--- src/rtl/slg_pkg.sv ---
package slg_pkg;

  typedef enum logic {
    MODE_SNOOP  = 1'b0,
    MODE_REPLAY = 1'b1
  } guard_mode_e;

  // Distance of a slot from the oldest slot, modulo the table depth.
  function automatic int unsigned slot_age(input int unsigned slot,
                                           input int unsigned oldest,
                                           input int unsigned depth);
    return (slot + depth - oldest) % depth;
  endfunction

  // Slot reached by stepping forward from the oldest slot.
  function automatic int unsigned slot_at(input int unsigned oldest,
                                          input int unsigned age,
                                          input int unsigned depth);
    return (oldest + age) % depth;
  endfunction

endpackage

--- src/rtl/slg_ptr_ctrl.sv ---
module slg_ptr_ctrl #(
  parameter int unsigned DEPTH = 8,
  localparam int unsigned IDX_W = $clog2(DEPTH),
  localparam int unsigned CNT_W = $clog2(DEPTH + 1)
) (
  input  logic             clk,
  input  logic             rst_n,
  input  logic             alloc_fire,
  input  logic             commit_fire,
  input  logic             kill_any,
  input  logic [IDX_W-1:0] kill_age,
  output logic [IDX_W-1:0] head_idx,
  output logic [IDX_W-1:0] tail_idx,
  output logic [CNT_W-1:0] occ_q,
  output logic [DEPTH-1:0] live_vec
);
  import slg_pkg::*;

  logic [IDX_W-1:0] head_n;
  logic [CNT_W-1:0] occ_n;

  always_comb begin
    head_n = head_idx;
    occ_n  = occ_q;
    if (commit_fire) head_n = IDX_W'(slot_at(head_idx, 1, DEPTH));
    if (kill_any) begin
      occ_n = CNT_W'(kill_age) - (commit_fire ? CNT_W'(1) : CNT_W'(0));
    end else begin
      occ_n = occ_q + (alloc_fire ? CNT_W'(1) : CNT_W'(0))
                    - (commit_fire ? CNT_W'(1) : CNT_W'(0));
    end
  end

  always_ff @(posedge clk) begin
    if (!rst_n) begin
      head_idx <= '0;
      occ_q    <= '0;
    end else begin
      head_idx <= head_n;
      occ_q    <= occ_n;
    end
  end

  assign tail_idx = IDX_W'(slot_at(head_idx, occ_q, DEPTH));

  for (genvar s = 0; s < DEPTH; s++) begin : g_live
    assign live_vec[s] = (slot_age(s, head_idx, DEPTH) < occ_q);
  end

endmodule

--- src/rtl/slg_match_array.sv ---
module slg_match_array #(
  parameter int unsigned DEPTH  = 8,
  parameter int unsigned BLK_W  = 42,
  parameter int unsigned DATA_W = 64,
  localparam int unsigned IDX_W = $clog2(DEPTH)
) (
  input  logic              clk,
  input  logic              wr_en,
  input  logic [IDX_W-1:0]  wr_idx,
  input  logic [BLK_W-1:0]  wr_blk,
  input  logic [DATA_W-1:0] wr_data,
  input  logic [DEPTH-1:0]  live_vec,
  input  logic              watch_en,
  input  logic              evict_en,
  input  logic [BLK_W-1:0]  evict_blk,
  input  logic              own_en,
  input  logic [BLK_W-1:0]  own_blk,
  input  logic [IDX_W-1:0]  rd_idx,
  output logic [DATA_W-1:0] rd_data,
  output logic [DEPTH-1:0]  hit_vec
);

  logic [BLK_W-1:0]  blk_q  [DEPTH];
  logic [DATA_W-1:0] data_q [DEPTH];

  for (genvar s = 0; s < DEPTH; s++) begin : g_slot
    logic evict_hit;
    logic own_hit;

    always_ff @(posedge clk) begin
      if (wr_en && (wr_idx == IDX_W'(s))) begin
        blk_q[s]  <= wr_blk;
        data_q[s] <= wr_data;
      end
    end

    assign evict_hit  = evict_en && (evict_blk == blk_q[s]);
    assign own_hit    = own_en && (own_blk == blk_q[s]);
    assign hit_vec[s] = watch_en && live_vec[s] && (evict_hit || own_hit);
  end

  assign rd_data = data_q[rd_idx];

endmodule

--- src/rtl/slg_oldest_pick.sv ---
module slg_oldest_pick #(
  parameter int unsigned DEPTH = 8,
  localparam int unsigned IDX_W = $clog2(DEPTH)
) (
  input  logic [DEPTH-1:0] kill_vec,
  input  logic [IDX_W-1:0] head_idx,
  output logic             kill_any,
  output logic [IDX_W-1:0] kill_age
);
  import slg_pkg::*;

  // Walk from youngest to oldest so the oldest match is assigned last.
  always_comb begin
    kill_any = 1'b0;
    kill_age = '0;
    for (int a = DEPTH - 1; a >= 0; a--) begin
      if (kill_vec[slot_at(head_idx, a, DEPTH)]) begin
        kill_any = 1'b1;
        kill_age = IDX_W'(a);
      end
    end
  end

endmodule

--- src/rtl/spec_load_guard.sv ---
module spec_load_guard #(
  parameter int unsigned DEPTH     = 8,
  parameter int unsigned ADDR_W    = 48,
  parameter int unsigned DATA_W    = 64,
  parameter int unsigned BLK_BYTES = 64,
  localparam int unsigned IDX_W = $clog2(DEPTH),
  localparam int unsigned CNT_W = $clog2(DEPTH + 1),
  localparam int unsigned OFF_W = $clog2(BLK_BYTES),
  localparam int unsigned BLK_W = ADDR_W - OFF_W
) (
  input  logic              clk,
  input  logic              rst_n,
  input  logic              replay_mode,
  input  logic              alloc_valid,
  input  logic [ADDR_W-1:0] alloc_addr,
  input  logic [DATA_W-1:0] alloc_data,
  output logic [IDX_W-1:0]  alloc_tag,
  input  logic              evict_valid,
  input  logic [ADDR_W-1:0] evict_addr,
  input  logic              snoop_valid,
  input  logic              snoop_excl,
  input  logic [ADDR_W-1:0] snoop_addr,
  input  logic              commit_valid,
  input  logic [DATA_W-1:0] commit_data,
  output logic              commit_done,
  output logic [IDX_W-1:0]  commit_tag,
  output logic              squash_valid,
  output logic [IDX_W-1:0]  squash_tag,
  output logic [CNT_W-1:0]  occupancy,
  output logic              full
);
  import slg_pkg::*;

  guard_mode_e       mode;
  logic [IDX_W-1:0]  head_idx;
  logic [IDX_W-1:0]  tail_idx;
  logic [CNT_W-1:0]  occ_q;
  logic [DEPTH-1:0]  live_vec;
  logic [DEPTH-1:0]  hit_vec;
  logic [DEPTH-1:0]  kill_vec;
  logic [DATA_W-1:0] head_data;
  logic              table_empty;
  logic              replay_miss;
  logic              kill_any;
  logic [IDX_W-1:0]  kill_age;
  logic              kill_at_head;
  logic              commit_fire;
  logic              alloc_fire;

  assign mode        = guard_mode_e'(replay_mode);
  assign table_empty = (occ_q == '0);
  assign full        = (occ_q == CNT_W'(DEPTH));
  assign occupancy   = occ_q;
  assign alloc_tag   = tail_idx;

  slg_match_array #(
    .DEPTH (DEPTH),
    .BLK_W (BLK_W),
    .DATA_W(DATA_W)
  ) u_array (
    .clk      (clk),
    .wr_en    (alloc_fire),
    .wr_idx   (tail_idx),
    .wr_blk   (alloc_addr[ADDR_W-1:OFF_W]),
    .wr_data  (alloc_data),
    .live_vec (live_vec),
    .watch_en (mode == MODE_SNOOP),
    .evict_en (evict_valid),
    .evict_blk(evict_addr[ADDR_W-1:OFF_W]),
    .own_en   (snoop_valid && snoop_excl),
    .own_blk  (snoop_addr[ADDR_W-1:OFF_W]),
    .rd_idx   (head_idx),
    .rd_data  (head_data),
    .hit_vec  (hit_vec)
  );

  assign replay_miss = (mode == MODE_REPLAY) && commit_valid && !table_empty
                       && (head_data != commit_data);
  assign kill_vec    = hit_vec | (replay_miss ? (DEPTH'(1) << head_idx) : '0);

  slg_oldest_pick #(.DEPTH(DEPTH)) u_pick (
    .kill_vec(kill_vec),
    .head_idx(head_idx),
    .kill_any(kill_any),
    .kill_age(kill_age)
  );

  assign kill_at_head = kill_vec[head_idx];
  assign commit_fire  = commit_valid && !table_empty && !kill_at_head;
  assign alloc_fire   = alloc_valid && !full && !kill_any;

  slg_ptr_ctrl #(.DEPTH(DEPTH)) u_ptr (
    .clk        (clk),
    .rst_n      (rst_n),
    .alloc_fire (alloc_fire),
    .commit_fire(commit_fire),
    .kill_any   (kill_any),
    .kill_age   (kill_age),
    .head_idx   (head_idx),
    .tail_idx   (tail_idx),
    .occ_q      (occ_q),
    .live_vec   (live_vec)
  );

  always_ff @(posedge clk) begin
    if (!rst_n) begin
      commit_done  <= 1'b0;
      commit_tag   <= '0;
      squash_valid <= 1'b0;
      squash_tag   <= '0;
    end else begin
      commit_done  <= commit_fire;
      commit_tag   <= head_idx;
      squash_valid <= kill_any;
      squash_tag   <= IDX_W'(slot_at(head_idx, kill_age, DEPTH));
    end
  end

endmodule

--- config.mk ---
export PLATFORM = sky130hd
export DESIGN_NAME = spec_load_guard
export DESIGN_NICKNAME = d
export VERILOG_FILES = /design/src/rtl/slg_pkg.sv /design/src/rtl/slg_ptr_ctrl.sv /design/src/rtl/slg_match_array.sv /design/src/rtl/slg_oldest_pick.sv /design/src/rtl/spec_load_guard.sv
export SDC_FILE = /design/constraint.sdc
export NUM_CORES = 2
export LEC_CHECK = 0
export BUFFER_PORTS_ARGS = -buffer_cell sky130_fd_sc_hd__buf_2
export CAP_MARGIN = 20
export CORE_MARGIN = 2
export CORE_UTILIZATION = 61
export DETAILED_ROUTE_END_ITERATION = 12
export PLACE_DENSITY = 0.78
export SLEW_MARGIN = 30
export SYNTH_ARGS = -nofsm -noshare
export SYNTH_HDL_FRONTEND = slang
export SYNTH_SLANG_ARGS = --single-unit
--- constraint.sdc ---
create_clock -name clk -period 18.3 [get_ports clk]
set_input_delay 3.66 -clock clk [delete_from_list [all_inputs] [get_ports clk]]
set_output_delay 3.66 -clock clk [all_outputs]
set_load 0.01 [all_outputs]
==> summary.md <==
| Metric | Value |
|---|---|
| Hold buffers post-CTS | 0 |
| Max-cap viol count | 0 |
| Final Critical Period | 9.20 ns |
| Commonest non-fill, non-tap cells in the layout | edfxtp_1 (848), xor2_1 (368), xnor2_1 (345) |
| CP endpoint kind | register |
| RD Place Congestion | 1.04 |
| Gr usage total | 38.8% |
| Yosys cell types | 63 |
| Seq/Total Area, Yosys | 65.0% |
| Layout cells sized above 1 | 19.2% |
| DR pass1 iterations | 5 |
| Fraction of registers with async set/reset | 0% |
| Worst VDD drop | 0.269 mV |
| Post-Syn Area per Cell | 15.9 sq um |
| Final hold vios | 0 |
| Detailed placement HPWL | 90.2 mm |
| Post-synth EDFFs | 848 |
| RSZ-0062 raised after global routing | false |
| Mapped Cells | 2494 |
| Critical Path RT | 18.57 ns |
| Synth Flop Type | edfxtp_1 |
| Seq pwr share | 44.1% |
| Synth warnings | 0 |
| Status | finished clean |
| H-Tree Depth | 3 |
| Layout fillers | 4305 |
| Synth area leaders | edfxtp_1 (64%), xor2_1 (8.1%), xnor2_1 (7.6%) |
| CTS max path bufs | 3 |
| Port buffer count | 277 |
| Average wire per standard cell | 35.2 um |
| Clk Tree Root Cell | clkbuf_16 |
| Final setup viols | 0 |
| Nets@finish | 3067 |
| Die width | 259 um |
| Largest area contributor in the netlist | edfxtp_1 |
| Initial antenna violation count | 24 |
| Most common cell after layout, fill and taps aside | edfxtp_1 |
| Power Density | 151 nW/um^2 |
| Die ar. | 67200 sq um |
| Highest clock rate | 0.109 GHz |
| Via Count | 24300 |
| Mapped cell area | 39800 sq um |
| Final worst path period share | 50.3% |
| Worst slew margin | 24.1% |
| Post-Route WL | 130 mm |
| WHS | 0.740 ns |
| PostCTS Resize Cnt | 0 |
| Net load switching power | 0.00229 W |
| Core area | 64500 sq um |
| Clock sinks | 866 |
| Clock transition at path regs | 0.06 ns |
| Final Skew | 0.0250 ns |
| Total grt overflow | 0 |
| Slew Viols, Final | 0 |
| Setup TNS | 0 ns |
| P&R area growth vs syn | 12.4% |
| DRT antenna net count | 0 |
| DRC Markers | 0 |
| Die Height | 259 um |
| Critical path class | primary input to register |
| Largest net degree at the start of global routing | 61 |
| Worst Tran Pin Value | 1.13 ns |
| CP startpoint kind | primary input |
| Vias in the first global route | 24200 |
| Site row count | 93 |
| P_int | 0.00446 W |
| Sw Ratio | 33.9% |
| Mapped Nets | 2808 |
| Post-DR vias/cell | 6.61 |
| Pleak | 14.8 nW |
| Clock Latency Late Sink | 0.65 ns |
| Logic pwr share | 30.0% |
| CP arrival | 9.47 ns |
| Yosys reg bits | 866 |
| Number of buffers created by CTS | 88 |
| Clock network power share | 25.9% |
| CTS tree | done |
| Worst hold path class | register to register |
| Area share of the largest cell type after synthesis | 64.1% |
| Worst-path fanout max | 60 |
| DRT iter0 DRCs | 3387 |
| Io pins | 296 |
| First-pass GRT wire length | 180 mm |
| Post-CTS setup buffers | 0 |
| Starting Density | 61.7% |
[logic make-up (layout without fill, tap and decap cells)]
family                   count (synthesis)  in the layout  synth area share [%]
other                                    0              7                     0
AO/OA/AOI/OAI                          142            142                  2.50
AND/OR/NAND/NOR                        333            333                  4.96
adder cells (fa/ha/maj)                 34             34                  1.15
XOR/XNOR                               713            713                  15.7
buffers and inverters                  170            495                  1.94
multiplexers                           236            236                  8.79
flip-flops                             866            866                  65.0
[Yosys cell counts (3+ instances only)]
cell type / number
or3_1: 3
o2111ai_1: 4
buf_6: 10
buf_2: 24
clkbuf_1: 90
mux2_2: 11
a22o_1: 5
xor2_1: 368
and3_1: 26
nor4_1: 101
mux4_2: 87
a21o_1: 4
nand3_1: 20
edfxtp_1: 848
a22oi_1: 37
ha_1: 30
mux2i_1: 135
o22a_1: 3
o21ai_1: 8
and4_1: 3
a21oi_1: 29
nand4_1: 104
and2_1: 4
a221oi_1: 6
o221ai_1: 4
nor2_1: 17
o211ai_1: 8
o21ai_0: 5
nand2_1: 19
dfxtp_1: 18
nor2b_1: 7
inv_1: 36
buf_4: 8
nor3_1: 20
o22ai_1: 10
xnor2_1: 345
fa_1: 4
[layer usage]
metal / up-vias / wire length [um] / global-route usage (%)
li1: 9998 / - / -
met3: 322 / 14900 / 8.96
met5: - / 207 / 0.712
met2: 1725 / 59500 / 59.7
met4: 30 / 7490 / 19.2
met1: 12300 / 47600 / 52.4
[flip-flops by register name, summed over array words and instances (netlist names), named ones only]
| signal | count |
|---|---|
| u_array.data_q | 512 |
| u_array.blk_q | 336 |
| u_ptr.occ_q | 4 |
| commit_tag | 3 |
| squash_tag | 3 |
| u_ptr.head_idx | 3 |
| commit_done | 1 |
| squash_valid | 1 |
[stage by stage]
stage / total power, W / cell area, sq um / setup WS, ns / utilization (%) / instances
3_5_place_dp: 0.00500 / 41900 / 8.44 / 65.0 / 3518
6_report: 0.00675 / 44700 / 9.10 / 69.3 / 3681
2_1_floorplan: 0.00434 / 39800 / 4.51 / - / 2494
5_1_grt: 0.00697 / 44700 / 8.90 / 69.3 / 3678
3_3_place_gp: 0.00492 / 41800 / 8.19 / 64.9 / 3517
4_1_cts: 0.00674 / 44700 / 9.11 / 69.3 / 3674
[final cells by class]
type	instances	area (sq um)	area share, %
flip-flops and latches	866	25800	57.8
multi-input cells	1458	13200	29.6
repair buffers	302	1610	3.59
diodes	7	17.5	0.0392
inverters	37	139	0.311
clock inverters	48	480	1.08
clock buffers	108	2300	5.14
well taps	855	1070	2.39
[critical path, cell delays in order]
cell and delay, ns:
buf_2 0.10, a21oi_1 0.18, o22ai_1 0.13, nor4_1 0.63
nand4_1 0.55, o211ai_1 0.43, o2bb2ai_1 0.17, mux4_2 0.57
mux2i_4 0.21, and4_1 0.39, nand4_2 0.23, nor3_2 0.74
buf_6 0.67, buf_4 0.68
[power groups by stage]
stage / Sequential (W) / Combinational (W) / Clock, W
global route: 0.00301 / 0.00214 / 0.00183
floorplan: 0.00298 / 0.00136 / 0
global placement: 0.00297 / 0.00195 / 0
detailed placement: 0.00301 / 0.00199 / 0
CTS: 0.00297 / 0.00201 / 0.00176
finish: 0.00297 / 0.00203 / 0.00175
[worst paths after layout]
kind / from / depth (start not counted) / slack, ns / endpoint
setup / recovery: commit_data[2] / 14 / 9.10 / u_array.blk_q[1][102]$_DFFE_PP_
hold / removal: u_ptr.head_idx[2]$_SDFFE_PN0P_ / 2 / 0.74 / commit_tag[2]$_SDFF_PN0_
setup reg to reg: register / 17 / 9.36 / u_array.blk_q[1][102]$_DFFE_PP_
hold reg to reg: u_ptr.head_idx[2]$_SDFFE_PN0P_ / 2 / 0.74 / commit_tag[2]$_SDFF_PN0_
Note: power is estimated with default switching activity, not from simulation.
